`config.mk`:
```
export PLATFORM = sky130hd
export DESIGN_NAME = sram_async_ctrl
export DESIGN_NICKNAME = d
export VERILOG_FILES = /design/src/rtl/sram_ctrl_pkg.sv /design/src/rtl/sram_wait_timer.sv /design/src/rtl/sram_wr_path.sv /design/src/rtl/sram_rd_capture.sv /design/src/rtl/sram_async_ctrl.sv
export SDC_FILE = /design/constraint.sdc
export NUM_CORES = 1
export LEC_CHECK = 0
export ABC_AREA = 1
export BUFFER_PORTS_ARGS = -buffer_cell sky130_fd_sc_hd__buf_2
export CAP_MARGIN = 30
export CORE_UTILIZATION = 35
export CTS_BUF_LIST = sky130_fd_sc_hd__clkbuf_8
export CTS_CLUSTER_SIZE = 25
export DETAILED_ROUTE_END_ITERATION = 10
export PLACE_DENSITY = 0.62
export SLEW_MARGIN = 10
export SYNTH_ARGS = -nofsm -noshare
export SYNTH_HDL_FRONTEND = slang
export SYNTH_HIERARCHICAL = 1
export SYNTH_SLANG_ARGS = --single-unit
```
`constraint.sdc`:
```
create_clock -name clk -period 4.36 [get_ports clk]
set_clock_uncertainty 0.2 [all_clocks]
set_input_delay 0.872 -clock clk [delete_from_list [all_inputs] [get_ports clk]]
set_output_delay 0.872 -clock clk [all_outputs]
set_load 0.05 [all_outputs]
```
`src/rtl/sram_ctrl_pkg.sv`:
```
`timescale 1ns/1ps
// Shared types and constant helpers for the SRAM access controller.
// Assumes all timing arguments are positive integers in nanoseconds.
package sram_ctrl_pkg;

    typedef enum logic [1:0] {
        ST_IDLE  = 2'd0,
        ST_READ  = 2'd1,
        ST_WSET  = 2'd2,
        ST_WPUL  = 2'd3
    } sram_st_e;

    // Ceiling of a / b, never below 1.
    function automatic int cdiv(input int a, input int b);
        int q;
        q = (a + b - 1) / b;
        return (q < 1) ? 1 : q;
    endfunction

    // Larger of two integers.
    function automatic int imax(input int a, input int b);
        return (a > b) ? a : b;
    endfunction

endpackage

```
`src/rtl/sram_wait_timer.sv`:
```
`timescale 1ns/1ps
// Down-counter that times wait states.
// Loading with N-1 makes last_o high in the N-th cycle after the load edge.
// Assumes the load value fits in CNT_W bits.
module sram_wait_timer #(
    parameter int CNT_W = 2
) (
    input  logic             clk,
    input  logic             rst_n,
    input  logic             load_i,
    input  logic [CNT_W-1:0] load_val_i,
    output logic             last_o
);
    logic [CNT_W-1:0] cnt_q;

    // Load the wait count, otherwise count down to zero and stay there.
    always_ff @(posedge clk) begin
        if (!rst_n)
            cnt_q <= '0;
        else if (load_i)
            cnt_q <= load_val_i;
        else if (cnt_q != '0)
            cnt_q <= cnt_q - CNT_W'(1);
    end

    assign last_o = (cnt_q == '0);
endmodule

```
`src/rtl/sram_wr_path.sv`:
```
`timescale 1ns/1ps
// Holds the address and write data of the current access, and registers
// the data-driver enable so that it turns on one cycle after write enable falls.
// Assumes load_i is high only on the accept edge.
module sram_wr_path #(
    parameter int ADDR_W = 15,
    parameter int DATA_W = 8
) (
    input  logic              clk,
    input  logic              rst_n,
    input  logic              load_i,
    input  logic [ADDR_W-1:0] addr_i,
    input  logic [DATA_W-1:0] wdata_i,
    input  logic              drv_d_i,
    output logic [ADDR_W-1:0] addr_o,
    output logic [DATA_W-1:0] wdata_o,
    output logic              drv_o
);
    // Capture address and data when a request is accepted.
    always_ff @(posedge clk) begin
        if (!rst_n) begin
            addr_o  <= '0;
            wdata_o <= '0;
        end else if (load_i) begin
            addr_o  <= addr_i;
            wdata_o <= wdata_i;
        end
    end

    // Registered data-bus driver enable.
    always_ff @(posedge clk) begin
        if (!rst_n)
            drv_o <= 1'b0;
        else
            drv_o <= drv_d_i;
    end
endmodule

```
`src/rtl/sram_rd_capture.sv`:
```
`timescale 1ns/1ps
// Samples the memory data bus at the end of a read and produces the
// one-cycle completion pulse for reads and writes.
// Assumes cap_i and fin_i are single-cycle strobes.
module sram_rd_capture #(
    parameter int DATA_W = 8
) (
    input  logic              clk,
    input  logic              rst_n,
    input  logic              cap_i,
    input  logic              fin_i,
    input  logic [DATA_W-1:0] dq_i,
    output logic [DATA_W-1:0] rdata_o,
    output logic              done_o
);
    // Register the read byte on the final wait-state clock.
    always_ff @(posedge clk) begin
        if (!rst_n)
            rdata_o <= '0;
        else if (cap_i)
            rdata_o <= dq_i;
    end

    // Completion pulse, aligned with the registered read data.
    always_ff @(posedge clk) begin
        if (!rst_n)
            done_o <= 1'b0;
        else
            done_o <= fin_i;
    end
endmodule

```
`src/rtl/sram_async_ctrl.sv`:
```
`timescale 1ns/1ps
// Synchronous controller for an asynchronous byte-wide SRAM.
// Reads hold select and output enable low for RD_CYC cycles and sample the
// bus on the last one. Writes spend one setup cycle with only select low,
// then hold write enable low for PULSE_CYC cycles with output enable high.
// Assumes the memory needs 0 ns address setup, write recovery and data hold.
module sram_async_ctrl
    import sram_ctrl_pkg::*;
#(
    parameter int CLK_PERIOD_NS = 10,
    parameter int T_AA_NS       = 10,
    parameter int T_RC_NS       = 10,
    parameter int T_WP_NS       = 9,
    parameter int T_DW_NS       = 6,
    parameter int ADDR_W        = 15,
    parameter int DATA_W        = 8
) (
    input  logic              clk,
    input  logic              rst_n,
    input  logic              req_i,
    input  logic              wr_i,
    input  logic [ADDR_W-1:0] addr_i,
    input  logic [DATA_W-1:0] wdata_i,
    output logic              ready_o,
    output logic              done_o,
    output logic [DATA_W-1:0] rdata_o,
    output logic [ADDR_W-1:0] mem_addr_o,
    output logic              mem_cs_n_o,
    output logic              mem_we_n_o,
    output logic              mem_oe_n_o,
    output logic [DATA_W-1:0] mem_dq_o,
    input  logic [DATA_W-1:0] mem_dq_i,
    output logic              mem_dq_oe_o
);
    localparam int RD_CYC    = imax(cdiv(T_AA_NS, CLK_PERIOD_NS), cdiv(T_RC_NS, CLK_PERIOD_NS));
    localparam int WP_CYC    = cdiv(T_WP_NS, CLK_PERIOD_NS);
    localparam int DS_CYC    = cdiv(T_DW_NS, CLK_PERIOD_NS);
    localparam int PULSE_CYC = imax(WP_CYC, DS_CYC + 1);
    localparam int CNT_MAX   = imax(RD_CYC, PULSE_CYC);
    localparam int CNT_W     = $clog2(CNT_MAX + 1);

    sram_st_e         state_q, state_d;
    logic             tmr_load, tmr_last, accept;
    logic [CNT_W-1:0] tmr_val;

    assign accept = (state_q == ST_IDLE) && req_i;

    // Next-state and wait-timer load decode.
    always_comb begin
        state_d  = state_q;
        tmr_load = 1'b0;
        tmr_val  = '0;
        case (state_q)
            ST_IDLE: if (req_i) begin
                state_d = wr_i ? ST_WSET : ST_READ;
                if (!wr_i) begin
                    tmr_load = 1'b1;
                    tmr_val  = CNT_W'(RD_CYC - 1);
                end
            end
            ST_READ: if (tmr_last) state_d = ST_IDLE;
            ST_WSET: begin
                state_d  = ST_WPUL;
                tmr_load = 1'b1;
                tmr_val  = CNT_W'(PULSE_CYC - 1);
            end
            ST_WPUL: if (tmr_last) state_d = ST_IDLE;
            default: state_d = ST_IDLE;
        endcase
    end

    // State register.
    always_ff @(posedge clk) begin
        if (!rst_n)
            state_q <= ST_IDLE;
        else
            state_q <= state_d;
    end

    sram_wait_timer #(.CNT_W(CNT_W)) tmr_i (
        .clk        (clk),
        .rst_n      (rst_n),
        .load_i     (tmr_load),
        .load_val_i (tmr_val),
        .last_o     (tmr_last)
    );

    sram_wr_path #(.ADDR_W(ADDR_W), .DATA_W(DATA_W)) wrp_i (
        .clk     (clk),
        .rst_n   (rst_n),
        .load_i  (accept),
        .addr_i  (addr_i),
        .wdata_i (wdata_i),
        .drv_d_i ((state_q == ST_WPUL) && !tmr_last),
        .addr_o  (mem_addr_o),
        .wdata_o (mem_dq_o),
        .drv_o   (mem_dq_oe_o)
    );

    sram_rd_capture #(.DATA_W(DATA_W)) cap_i (
        .clk     (clk),
        .rst_n   (rst_n),
        .cap_i   ((state_q == ST_READ) && tmr_last),
        .fin_i   (((state_q == ST_READ) || (state_q == ST_WPUL)) && tmr_last),
        .dq_i    (mem_dq_i),
        .rdata_o (rdata_o),
        .done_o  (done_o)
    );

    assign ready_o    = (state_q == ST_IDLE);
    assign mem_cs_n_o = (state_q == ST_IDLE);
    assign mem_oe_n_o = (state_q != ST_READ);
    assign mem_we_n_o = (state_q != ST_WPUL);
endmodule

```
==> qor.log, run 1 <==
qor: status.outcome completed
qor: clock_network.clock_tree_from_tritoncts done
qor: routing.drtPass1Iterations 3
qor: sta.fin_tns_setup 0 ps
qor: sta.timing.slew.headroom 0.3794
qor: power.irDropWorstVdd 161.3 µV
qor: routing.drc 0
qor: placement.gp_congestion 0.7045
qor: layout.final_antenna_diode_count 0
qor: clock_network.cts.sinks 37
qor: grt.grt_pass1_wl 5313 µm
qor: yosys.ys_seq_elements 37
qor: layout.drive_gt1_frac 0.3662
qor: clock_network.clock_tree.buffer_depth 2
qor: routing.avgViaCountPerCell 4.107
qor: sta.timing_max_transition_violations_final 0
qor: floorplanning.rows 24
qor: layout.final_cell_count_no_fill 366
qor: yosys.yosys.area.top_type_share 0.4375
qor: yosys.post_synth_inst_count 245
qor: sta.period_share 0.5125
qor: yosys.synthesis.nets 281
qor: sta.finalHoldWorstSlack 271.9 ps
qor: sta.achievable-frequency 0.4475 GHz
qor: grt.gr-total-overflow 0
qor: clock_network.post_cts_resize_count 0
qor: worst_setup_path.startpoint state_q[1]
qor: floorplanning.die_area 5119 µm²
qor: yosys.synth_seq_area_share 0.4375
qor: worst_setup_path.reg2reg_depth 7
qor: layout.area_added_between_synthesis_and_finish 27.49%
qor: clock_network.post_cts_buffers 0
qor: worst_hold_path.hp-class reg2reg
qor: sta.unrepaired_setup_endpoints_after_global_routing no
qor: placement.place_hpwl 2239 µm
qor: power.total_leakage_power 1.250 nW
qor: sta.setup_viol 0
qor: yosys.synth.cell_area 1693 µm²
qor: worst_setup_path.timing.critical_path.slowest_cell_delay 480 ps
qor: floorplanning.die_x 71.55 µm
qor: floorplanning.die_y 71.55 µm
qor: yosys.synth_top_cell_by_area sky130_fd_sc_hd__dfxtp_1
qor: job.max_cap_viol_count 0
qor: clock_network.post_cts_hold_buffer_count 0
qor: floorplanning.floorplan.io_pins 72
qor: worst_setup_path.crit_slowest_cell sky130_fd_sc_hd__dfxtp_1
qor: worst_setup_path.arrival 1160 ps
qor: worst_setup_path.reg2reg_setup_slack 2300 ps
qor: worst_setup_path.r2r_path_end cap_i/rdata_o[6]
qor: layout.fillers 486
qor: worst_setup_path.setup_crit_path_kind reg2out
qor: power.power_density 481.2 nW/µm²
qor: sta.finalHoldViolCount 0
qor: worst_setup_path.crit-reg2reg-launch tmr_i/cnt_q[0]
qor: sta.worst_slack 2125 ps
qor: clock_network.worst_skew_pair.late_latency 280 ps
qor: grt.grt_max_degree 37
qor: clock_network.cts-htree-levels 2
qor: layout.most_common_cell_after_layout_fill_and_taps_aside sky130_fd_sc_hd__buf_2
qor: worst_setup_path.worst_setup_path_endpoint mem_cs_n_o
qor: layout.final_cell_mix sky130_fd_sc_hd__buf_2 (71), sky130_fd_sc_hd__nand2_1 (63), sky130_fd_sc_hd__nor2_1 (45)
qor: routing.dr.first_iter.drc_count 53
qor: sta.worst_tran_pin_value 927.4 ps
qor: routing.vias 1503
qor: clock_network.cts.root.buffer_cell sky130_fd_sc_hd__clkbuf_8
qor: routing.postRouteAntennaNets 0
qor: worst_setup_path.critPathCaptureType output port
qor: clock_network.tritoncts.num_buffers 5
qor: yosys.synth.distinct_cells 17
qor: layout.multi_input_gate_area 688.2 µm²
qor: worst_setup_path.wp_data_required 3290 ps
qor: layout.register_cell_area_after_layout 740.7 µm²
qor: grt.grt_antenna_before_repair 0
qor: yosys.ys_warn_count 6
qor: routing.average_detailed_routed_wire_length_per_instance 8.612 µm
qor: placement.place.port_buffers 71
qor: placement.post-place-cells 358
qor: clock_network.worst_setup_hold_path_clk_slew 70 ps
qor: power.post-layout-total-power 1.039 mW
qor: grt.global_route.usage.total 0.1328
qor: worst_setup_path.crit_path_cell_trace inv_2 -> nand2_2 -> inv_1 -> buf_2
qor: grt.first_global_vias 1291
qor: placement.setup_slack_at_placement 2098 ps
qor: worst_setup_path.critical_path_peak_fanout 6
qor: floorplanning.design.core.area 4504 µm²
qor: worst_setup_path.setup.worst_path.start_class flop
qor: floorplanning.floorplan.initialDensity 0.3758
qor: yosys.synth.area.top_cells sky130_fd_sc_hd__dfxtp_1 (44%), sky130_fd_sc_hd__nand2_1 (14%), sky130_fd_sc_hd__nor2_1 (10%)
qor: layout.layout.nets 349
qor: sta.final_min_period 2235 ps
qor: yosys.avg_inst_size_synth 6.910 µm²
qor: routing.routed_wl 3152 µm
[synth_stat cells (all sizes together)]
master	n
dfxtp	37
ha	1
buf	11
nand3	2
a21oi	5
conb	1
or2	1
nand2	76
nor2	65
inv	44
o21ai	2
[worst max-delay path, delay by kind of cell, from the launching register on]
kind                   cells  cell delay (ps)
and+or+nand+nor            1               80
buffers and inverters      3              320
DFF                        1              480
[sequential cells by signal, summed over array words and instances, names as in the netlist]
signal / flops
wrp_i/addr_o: 15
cap_i/rdata_o: 8
wrp_i/wdata_o: 8
state_q: 2
tmr_i/cnt_q: 2
cap_i/done_o: 1
wrp_i/drv_o: 1
[metal layers]
layer,GRT usage,up-vias,wire length (µm)
met4,0.06536,0,57
met2,0.2201,42,1377
li1,-,831,-
met1,0.1523,624,1513
met5,0,-,0
met3,0.04782,6,203
[final cells by class]
type	count	area share
Inverter	44	0.07652
Timing Repair Buffer	72	0.1774
Multi-Input combinational cell	153	0.3188
Sequential cell	37	0.3432
Tap cell	52	0.03014
Clock inverter	2	0.01565
Clock buffer	6	0.03826
[cell families (layout without fill, tap and decap cells)]
family,count (synthesis),in the layout,share of synthesized area
other cells,1,1,0.002215
compound gates,7,7,0.02291
flops,37,37,0.4375
simple gates,144,144,0.3696
fa+ha+maj,1,1,0.007390
buf+inv,55,124,0.1604
[how the worst min path moves through the flow]
stage / startpoint / to / slack [ps] / depth (start not counted)
5_1_grt: wrp_i/wdata_o[1] / wrp_i/wdata_o[1] / 290 / 2
6_report: cap_i/rdata_o[7] / cap_i/rdata_o[7] / 270 / 2
2_1_floorplan: tmr_i/cnt_q[1] / tmr_i/cnt_q[1] / 290 / 2
3_5_place_dp: wrp_i/addr_o[14] / wrp_i/addr_o[14] / 260 / 2
3_3_place_gp: cap_i/rdata_o[0] / cap_i/rdata_o[0] / 250 / 2
4_1_cts: wrp_i/wdata_o[2] / wrp_i/wdata_o[2] / 270 / 2
[power breakdown]
group	internal, mW	switching [mW]
clock network	0.184	0.117
logic	0.0937	0.245
registers	0.378	0.0200
total	0.656	0.382
[metrics by stage]
step	util	area (µm²)
CTS	0.4792	2158
global placement	0.4472	2014
detailed placement	0.4533	2042
floorplan	-	1693
finish	0.4792	2158
global route	0.4792	2158
Power figures use the tool's default switching activity.
==> inputs of run 2 (changes only) <==
--- a/config.mk
+++ b/config.mk
@@ -12,7 +12,7 @@
 export CTS_BUF_LIST = sky130_fd_sc_hd__clkbuf_8
 export CTS_CLUSTER_SIZE = 25
 export DETAILED_ROUTE_END_ITERATION = 10
-export PLACE_DENSITY = 0.62
+export PLACE_DENSITY = 0.64
 export SLEW_MARGIN = 10
 export SYNTH_ARGS = -nofsm -noshare
 export SYNTH_HDL_FRONTEND = slang
==> constraint.sdc (replaced) <==
create_clock -name clk -period 2 [get_ports clk]
set_clock_uncertainty 0.2 [all_clocks]
set_input_delay 0.4 -clock clk [delete_from_list [all_inputs] [get_ports clk]]
set_output_delay 0.4 -clock clk [all_outputs]
set_load 0.05 [all_outputs]
==> qor.log, run 2 (synthesized netlist as in run 1, its figures left out) <==
qor: status.outcome completed
qor: layout.largest_reg_flops 15 [unchanged]
qor: floorplanning.die_x 71.55 µm [unchanged]
qor: placement.gp_congestion 0.7033 [-0.17%]
qor: placement.place.port_buffers 71 [unchanged]
qor: clock_network.cts-htree-levels 2 [unchanged]
qor: worst_setup_path.critical_path_peak_fanout 6 [unchanged]
qor: clock_network.post_cts_buffers 0 [unchanged]
qor: worst_setup_path.crit-reg2reg-launch tmr_i/cnt_q[0]
qor: clock_network.post_cts_resize_count 0 [unchanged]
qor: worst_setup_path.setup.worst_path.start_class flop
qor: worst_setup_path.reg2reg_setup_slack 470 ps [-1830 ps]
qor: grt.gr-total-overflow 0 [unchanged]
qor: routing.drtPass1Iterations 4 [+1]
qor: clock_network.cts.root.buffer_cell sky130_fd_sc_hd__clkbuf_8
qor: clock_network.cts.sinks 37 [unchanged]
qor: layout.drive_gt1_frac 0.3703 [+0.004011]
qor: sta.finalHoldViolCount 0 [unchanged]
qor: layout.final_cell_mix sky130_fd_sc_hd__buf_2 (71), sky130_fd_sc_hd__nand2_1 (63), sky130_fd_sc_hd__nor2_1 (45)
qor: worst_setup_path.r2r_path_end cap_i/rdata_o[2]
qor: grt.grt_max_degree 47 [+27%]
qor: floorplanning.floorplan.initialDensity 0.3758 [unchanged]
qor: power.post-layout-total-power 2.101 mW [+100%]
qor: routing.highest_layer met4
qor: routing.postRouteAntennaNets 0 [unchanged]
qor: job.max_cap_viol_count 0 [unchanged]
qor: worst_setup_path.wp_data_required 1400 ps [-1890 ps]
qor: floorplanning.floorplan.io_pins 72 [unchanged]
qor: clock_network.post_cts_hold_buffer_count 0 [unchanged]
qor: grt.grt_antenna_before_repair 0 [unchanged]
qor: clock_network.clock_tree_from_tritoncts done
qor: routing.routed-wl-met2 1485 µm [+7.8%]
qor: layout.final_cell_count_no_fill 368 [+0.55%]
qor: sta.setup_viol 0 [unchanged]
qor: worst_setup_path.setup_crit_path_kind reg2out
qor: grt.global_route.usage.total 0.1375 [+0.004653]
qor: sta.timing_max_transition_violations_final 0 [unchanged]
qor: routing.drt-met1-wl 1513 µm [unchanged]
qor: sta.unrepaired_setup_endpoints_after_global_routing no
qor: power.total_leakage_power 1.243 nW [-0.53%]
qor: clock_network.tritoncts.num_buffers 5 [unchanged]
qor: layout.most_common_cell_after_layout_fill_and_taps_aside sky130_fd_sc_hd__buf_2
qor: sta.period_share 0.8792
qor: power.irDropWorstVdd 458.7 µV [+180%]
qor: layout.fillers 482 [-0.82%]
qor: floorplanning.rows 24 [unchanged]
qor: layout.final_antenna_diode_count 0 [unchanged]
qor: worst_setup_path.critPathCaptureType output port
qor: clock_network.worst_setup_hold_path_clk_slew 70 ps [about the same]
qor: routing.dr.first_iter.drc_count 56 [+5.7%]
qor: worst_setup_path.arrival 1160 ps [about the same]
qor: layout.area_added_between_synthesis_and_finish 25.94%
qor: placement.place_hpwl 2299 µm [+2.7%]
qor: routing.avgViaCountPerCell 4.109 [about the same]
qor: worst_hold_path.hp-class in2reg
qor: layout.layout.nets 351 [+0.57%]
qor: layout.largest_registers wrp_i/addr_o: 15 flops, cap_i/rdata_o: 8 flops, wrp_i/wdata_o: 8 flops
qor: worst_setup_path.worst_setup_path_endpoint mem_cs_n_o
qor: routing.drc 0 [unchanged]
qor: layout.largest_register wrp_i/addr_o
qor: floorplanning.die_y 71.55 µm [unchanged]
qor: sta.fin_tns_setup 0 ps [unchanged]
qor: floorplanning.design.core.area 4504 µm² [unchanged]
qor: clock_network.clock_tree.buffer_depth 2 [unchanged]
qor: sta.finalHoldWorstSlack 188.2 ps [-83.79 ps]
qor: placement.post-place-cells 360 [+0.56%]
qor: routing.wl_met3 212 µm [+4.4%]
qor: sta.final_min_period 1758 ps
qor: routing.average_detailed_routed_wire_length_per_instance 8.837 µm [+2.6%]
qor: worst_setup_path.startpoint state_q[1]
qor: sta.achievable-frequency 0.5687 GHz
qor: power.power_density 985.5 nW/µm² [+100%]
qor: clock_network.worst_skew_pair.late_latency 280 ps [about the same]
qor: floorplanning.die_area 5119 µm² [unchanged]
qor: worst_setup_path.reg2reg_depth 8 [+1]
qor: routing.vias 1512 [+0.60%]
qor: grt.grt_pass1_wl 5499 µm [+3.5%]
qor: grt.first_global_vias 1378 [+6.7%]
qor: routing.routed_wl 3252 µm [+3.2%]
## run 2: worst min path at each step
| stage | end | cells past startpoint | slack [ps] | startpoint |
|---|---|---|---|---|
| after floorplan | tmr_i/cnt_q[1] | 2 | 290 | tmr_i/cnt_q[1] |
| after global placement | wrp_i/addr_o[14] | 2 | 260 | wrp_i/addr_o[14] |
| after detailed placement | cap_i/rdata_o[3] | 2 | 260 | cap_i/rdata_o[3] |
| after CTS | state_q[1] | 3 | 180 | wr_i |
| after global routing | state_q[1] | 3 | 200 | wr_i |
| final | state_q[1] | 3 | 190 | wr_i |
## run 2: through the flow
stage / utilization / setup slack, ps / area [µm²]
after floorplan: - / 331.8 / 1693
after global placement: 0.4550 / 511.8 / 2049
after detailed placement: 0.4550 / 468.8 / 2049
after CTS: 0.4733 / 231.2 / 2132
after global routing: 0.4733 / 156.5 / 2132
final: 0.4733 / 241.6 / 2132
## run 2: cell type report
cell class                      instances  area (µm²)  area share
Clock buffer                            5       68.82     0.03228
Clock inverter                          3       13.76    0.006455
Inverter                               44       165.2     0.07746
Multi-Input combinational cell        153       688.2      0.3228
Sequential cell                        37       740.7      0.3474
Tap cell                               52       65.06     0.03052
Timing Repair Buffer                   74       390.4      0.1831
## run 2: power breakdown
| part | switching, mW | total (mW) | internal, mW |
|---|---|---|---|
| clock | 0.254 | 0.490 | 0.236 |
| sequential | 0.0450 | 0.870 | 0.825 |
| combinational | 0.535 | 0.740 | 0.205 |
| total | 0.834 | 2.10 | 1.27 |
## run 2: per-layer routing
| metal | track usage | up-vias |
|---|---|---|
| li1 | - | 832 |
| met1 | 0.1449 | 632 |
| met2 | 0.2476 | 43 |
| met3 | 0.04923 | 5 |
| met4 | 0.05882 | 0 |
| met5 | 0 | - |
## run 2: worst max-delay path, stage by stage, from the launching register on
cell and delay (ps):
sky130_fd_sc_hd__dfxtp_1 470, sky130_fd_sc_hd__inv_2 70, sky130_fd_sc_hd__nand2_2 80, sky130_fd_sc_hd__inv_1 50, sky130_fd_sc_hd__buf_2 200
==> inputs of run 3 (changes only) <==
--- a/config.mk
+++ b/config.mk
@@ -5,14 +5,14 @@
 export SDC_FILE = /design/constraint.sdc
 export NUM_CORES = 1
 export LEC_CHECK = 0
-export ABC_AREA = 1
+export ABC_AREA = 0
 export BUFFER_PORTS_ARGS = -buffer_cell sky130_fd_sc_hd__buf_2
 export CAP_MARGIN = 30
 export CORE_UTILIZATION = 35
 export CTS_BUF_LIST = sky130_fd_sc_hd__clkbuf_8
 export CTS_CLUSTER_SIZE = 25
 export DETAILED_ROUTE_END_ITERATION = 10
-export PLACE_DENSITY = 0.64
+export PLACE_DENSITY = 0.65
 export SLEW_MARGIN = 10
 export SYNTH_ARGS = -nofsm -noshare
 export SYNTH_HDL_FRONTEND = slang
==> qor.log, run 3 <==
qor: yosys.synth.cell_area 1535 µm² [-9.3%]
qor: worst_setup_path.setup_crit_path_kind reg2out
qor: layout.final_cell_count_no_fill 261 [-29%]
qor: clock_network.worst_skew_pair.late_latency 280 ps [about the same]
qor: clock_network.cts.root.buffer_cell sky130_fd_sc_hd__clkbuf_8
qor: layout.final_cell_mix sky130_fd_sc_hd__buf_2 (71), sky130_fd_sc_hd__dfxtp_1 (37), sky130_fd_sc_hd__nor2b_1 (32)
qor: sta.unrepaired_setup_endpoints_after_global_routing no
qor: yosys.synthesis.nets 174 [-38%]
qor: worst_setup_path.setup.worst_path.start_class flop
qor: clock_network.clock_tree.buffer_depth 2 [unchanged]
qor: routing.average_detailed_routed_wire_length_per_instance 10.91 µm [+23%]
qor: layout.fillers 395 [-18%]
qor: clock_network.post_cts_hold_buffer_count 0 [unchanged]
qor: sta.period_share 0.8699 [-0.009323]
qor: routing.highest_layer met4
qor: worst_setup_path.critical_path_peak_fanout 10 [+4]
qor: routing.routed-wl-met2 1246 µm [-16%]
qor: grt.grt_max_degree 28 [-40%]
qor: clock_network.clock_tree_from_tritoncts done
qor: worst_hold_path.hp-class in2reg
qor: worst_setup_path.startpoint state_q[0]
qor: yosys.ys_warn_count 6 [unchanged]
qor: placement.place.port_buffers 71 [unchanged]
qor: routing.drt-met1-wl 1335 µm [-12%]
qor: yosys.synth-main-ff-cell sky130_fd_sc_hd__dfxtp_1
qor: layout.most_common_cell_after_layout_fill_and_taps_aside sky130_fd_sc_hd__buf_2
qor: layout.layout.nets 246 [-30%]
qor: routing.avgViaCountPerCell 4.299 [+4.6%]
qor: routing.vias 1122 [-26%]
qor: yosys.yosys.area.top_type_share 0.4825 [+0.04493]
qor: yosys.post_synth_inst_count 138 [-44%]
qor: placement.place_hpwl 2085 µm [-9.3%]
qor: worst_setup_path.crit-reg2reg-launch tmr_i/cnt_q[0]
qor: clock_network.post_cts_resize_count 0 [unchanged]
qor: yosys.synth.distinct_cells 26 [+9]
qor: grt.gr-total-overflow 0 [unchanged]
qor: layout.register_cell_area_after_layout 740.7 µm² [unchanged]
qor: sta.setup_viol 0 [unchanged]
qor: yosys.synth_top_cell_by_area sky130_fd_sc_hd__dfxtp_1
qor: layout.drive_gt1_frac 0.4171 [+0.04681]
qor: status.outcome completed
qor: clock_network.worst_setup_hold_path_clk_slew 80 ps [about the same]
qor: routing.postRouteAntennaNets 0 [unchanged]
qor: floorplanning.design.core.area 4115 µm² [-8.6%]
qor: yosys.synthMostInstantiatedCell sky130_fd_sc_hd__dfxtp_1
qor: routing.wl_met3 219 µm [+3.3%]
qor: worst_hold_path.hp-start mem_dq_i[4]
qor: clock_network.cts-htree-levels 2 [unchanged]
qor: yosys.avg_inst_size_synth 11.12 µm² [+61%]
qor: floorplanning.die_area 4655 µm² [-9.1%]
qor: grt.grt_antenna_before_repair 0 [unchanged]
qor: sta.achievable-frequency 0.5748 GHz [+1.1%]
qor: yosys.synth.area.top_cells sky130_fd_sc_hd__dfxtp_1 (48%), sky130_fd_sc_hd__mux2i_1 (20%), sky130_fd_sc_hd__nor2b_1 (13%)
qor: placement.gp_congestion 0.7004 [-0.41%]
qor: routing.drtPass1Iterations 2 [-2]
qor: grt.first_global_vias 958 [-30%]
qor: power.power_density 1175 nW/µm² [+19%]
qor: worst_setup_path.critPathCaptureType output port
qor: routing.dr.first_iter.drc_count 49 [-13%]
qor: clock_network.post_cts_buffers 0 [unchanged]
qor: floorplanning.floorplan.initialDensity 0.3731 [-0.002772]
qor: power.post-layout-total-power 2.383 mW [+13%]
qor: sta.finalHoldViolCount 0 [unchanged]
qor: floorplanning.die_y 68.23 µm [-4.6%]
qor: power.total_leakage_power 0.9577 nW [-23%]
qor: layout.largest_registers wrp_i/addr_o: 15 flops, cap_i/rdata_o: 8 flops, wrp_i/wdata_o: 8 flops
qor: yosys.synth_common_cells sky130_fd_sc_hd__dfxtp_1 (37), sky130_fd_sc_hd__nor2b_1 (32), sky130_fd_sc_hd__mux2i_1 (31)
qor: layout.final_antenna_diode_count 0 [unchanged]
qor: job.max_cap_viol_count 0 [unchanged]
qor: placement.post-place-cells 253 [-30%]
qor: worst_setup_path.wp_data_required 1400 ps [about the same]
qor: clock_network.cts.sinks 37 [unchanged]
qor: layout.util_after_layout 0.4929 [+0.01952]
qor: grt.global_route.usage.total 0.1247 [-0.01275]
qor: floorplanning.die_x 68.23 µm [-4.6%]
qor: layout.area_added_between_synthesis_and_finish 32.11%
qor: floorplanning.floorplan.io_pins 72 [unchanged]
qor: layout.largest_register wrp_i/addr_o
qor: floorplanning.rows 23 [-4.2%]
qor: sta.fin_tns_setup 0 ps [unchanged]
qor: layout.multi_input_gate_area 689.4 µm² [+0.18%]
qor: yosys.ys_seq_elements 37 [unchanged]
qor: sta.timing_max_transition_violations_final 0 [unchanged]
qor: yosys.synth_seq_area_share 0.4825 [+0.04493]
qor: routing.drc 0 [unchanged]
qor: worst_setup_path.arrival 1140 ps [-20 ps]
qor: yosys.synth_edf_count 0 [unchanged]
qor: layout.largest_reg_flops 15 [unchanged]
qor: routing.routed_wl 2848 µm [-12%]
qor: grt.grt_pass1_wl 4167 µm [-24%]
qor: clock_network.tritoncts.num_buffers 5 [unchanged]
qor: yosys.asyncSetResetFlopFracSynth 0 [unchanged]
qor: sta.final_min_period 1740 ps [-18.65 ps]
qor: power.irDropWorstVdd 542.3 µV [+18%]
[run 3: stage by stage]
stage,setup WS [ps],hold WS [ps],area (µm²)
floorplan,93.36,320.5,1538
global placement,438.7,291.2,1894
global route,164.7,166.6,2028
finish,260.3,168.0,2028
detailed placement,381.1,299.6,1894
CTS,248.7,160.7,2028
[run 3: area by class of cell]
class / count / share of cell area
sequential: 37 / 0.3652
multi-input combinational: 88 / 0.3399
timing repair buffer: 73 / 0.1888
clock buffer: 5 / 0.03393
clock inverter: 3 / 0.03208
tap: 50 / 0.03085
inverter: 5 / 0.009254
[run 3: where the power goes]
group	switching, mW	total (mW)	internal (mW)
registers	0.0477	0.873	0.825
clock network	0.260	0.756	0.495
logic	0.489	0.755	0.265
[run 3: critical path, stage by stage (launching register included)]
cell and delay (ps):
sky130_fd_sc_hd__dfxtp_1 500, sky130_fd_sc_hd__nand2_1 130, sky130_fd_sc_hd__buf_2 230
[run 3: routing by layer]
metal | vias up | GRT usage
met5 | - | 0
met4 | 0 | 0.06250
met3 | 7 | 0.05833
met2 | 39 | 0.1850
met1 | 487 | 0.1495
li1 | 589 | -
[run 3: kinds of logic (layout without fill, tap and decap cells)]
logic type / Yosys count / after routing / synth area share
DFF: 37 / 37 / 0.4825
adders and majority gates: 1 / 1 / 0.008149
other: 1 / 1 / 0.002443
buffers and inverters: 13 / 86 / 0.07009
and+or+nand+nor: 48 / 48 / 0.1948
muxes: 31 / 31 / 0.2021
AOI/OAI and AO/OA: 6 / 6 / 0.03422
xor gates and xnor gates: 1 / 1 / 0.005706
[run 3: worst paths after layout]
check	endpoint	cells past startpoint	slack [ps]
worst max register to register	cap_i/rdata_o[5]	5	390
worst min register to register	cap_i/rdata_o[2]	2	310
worst min-delay path	cap_i/rdata_o[4]	3	170
worst max-delay path	mem_we_n_o	2	260
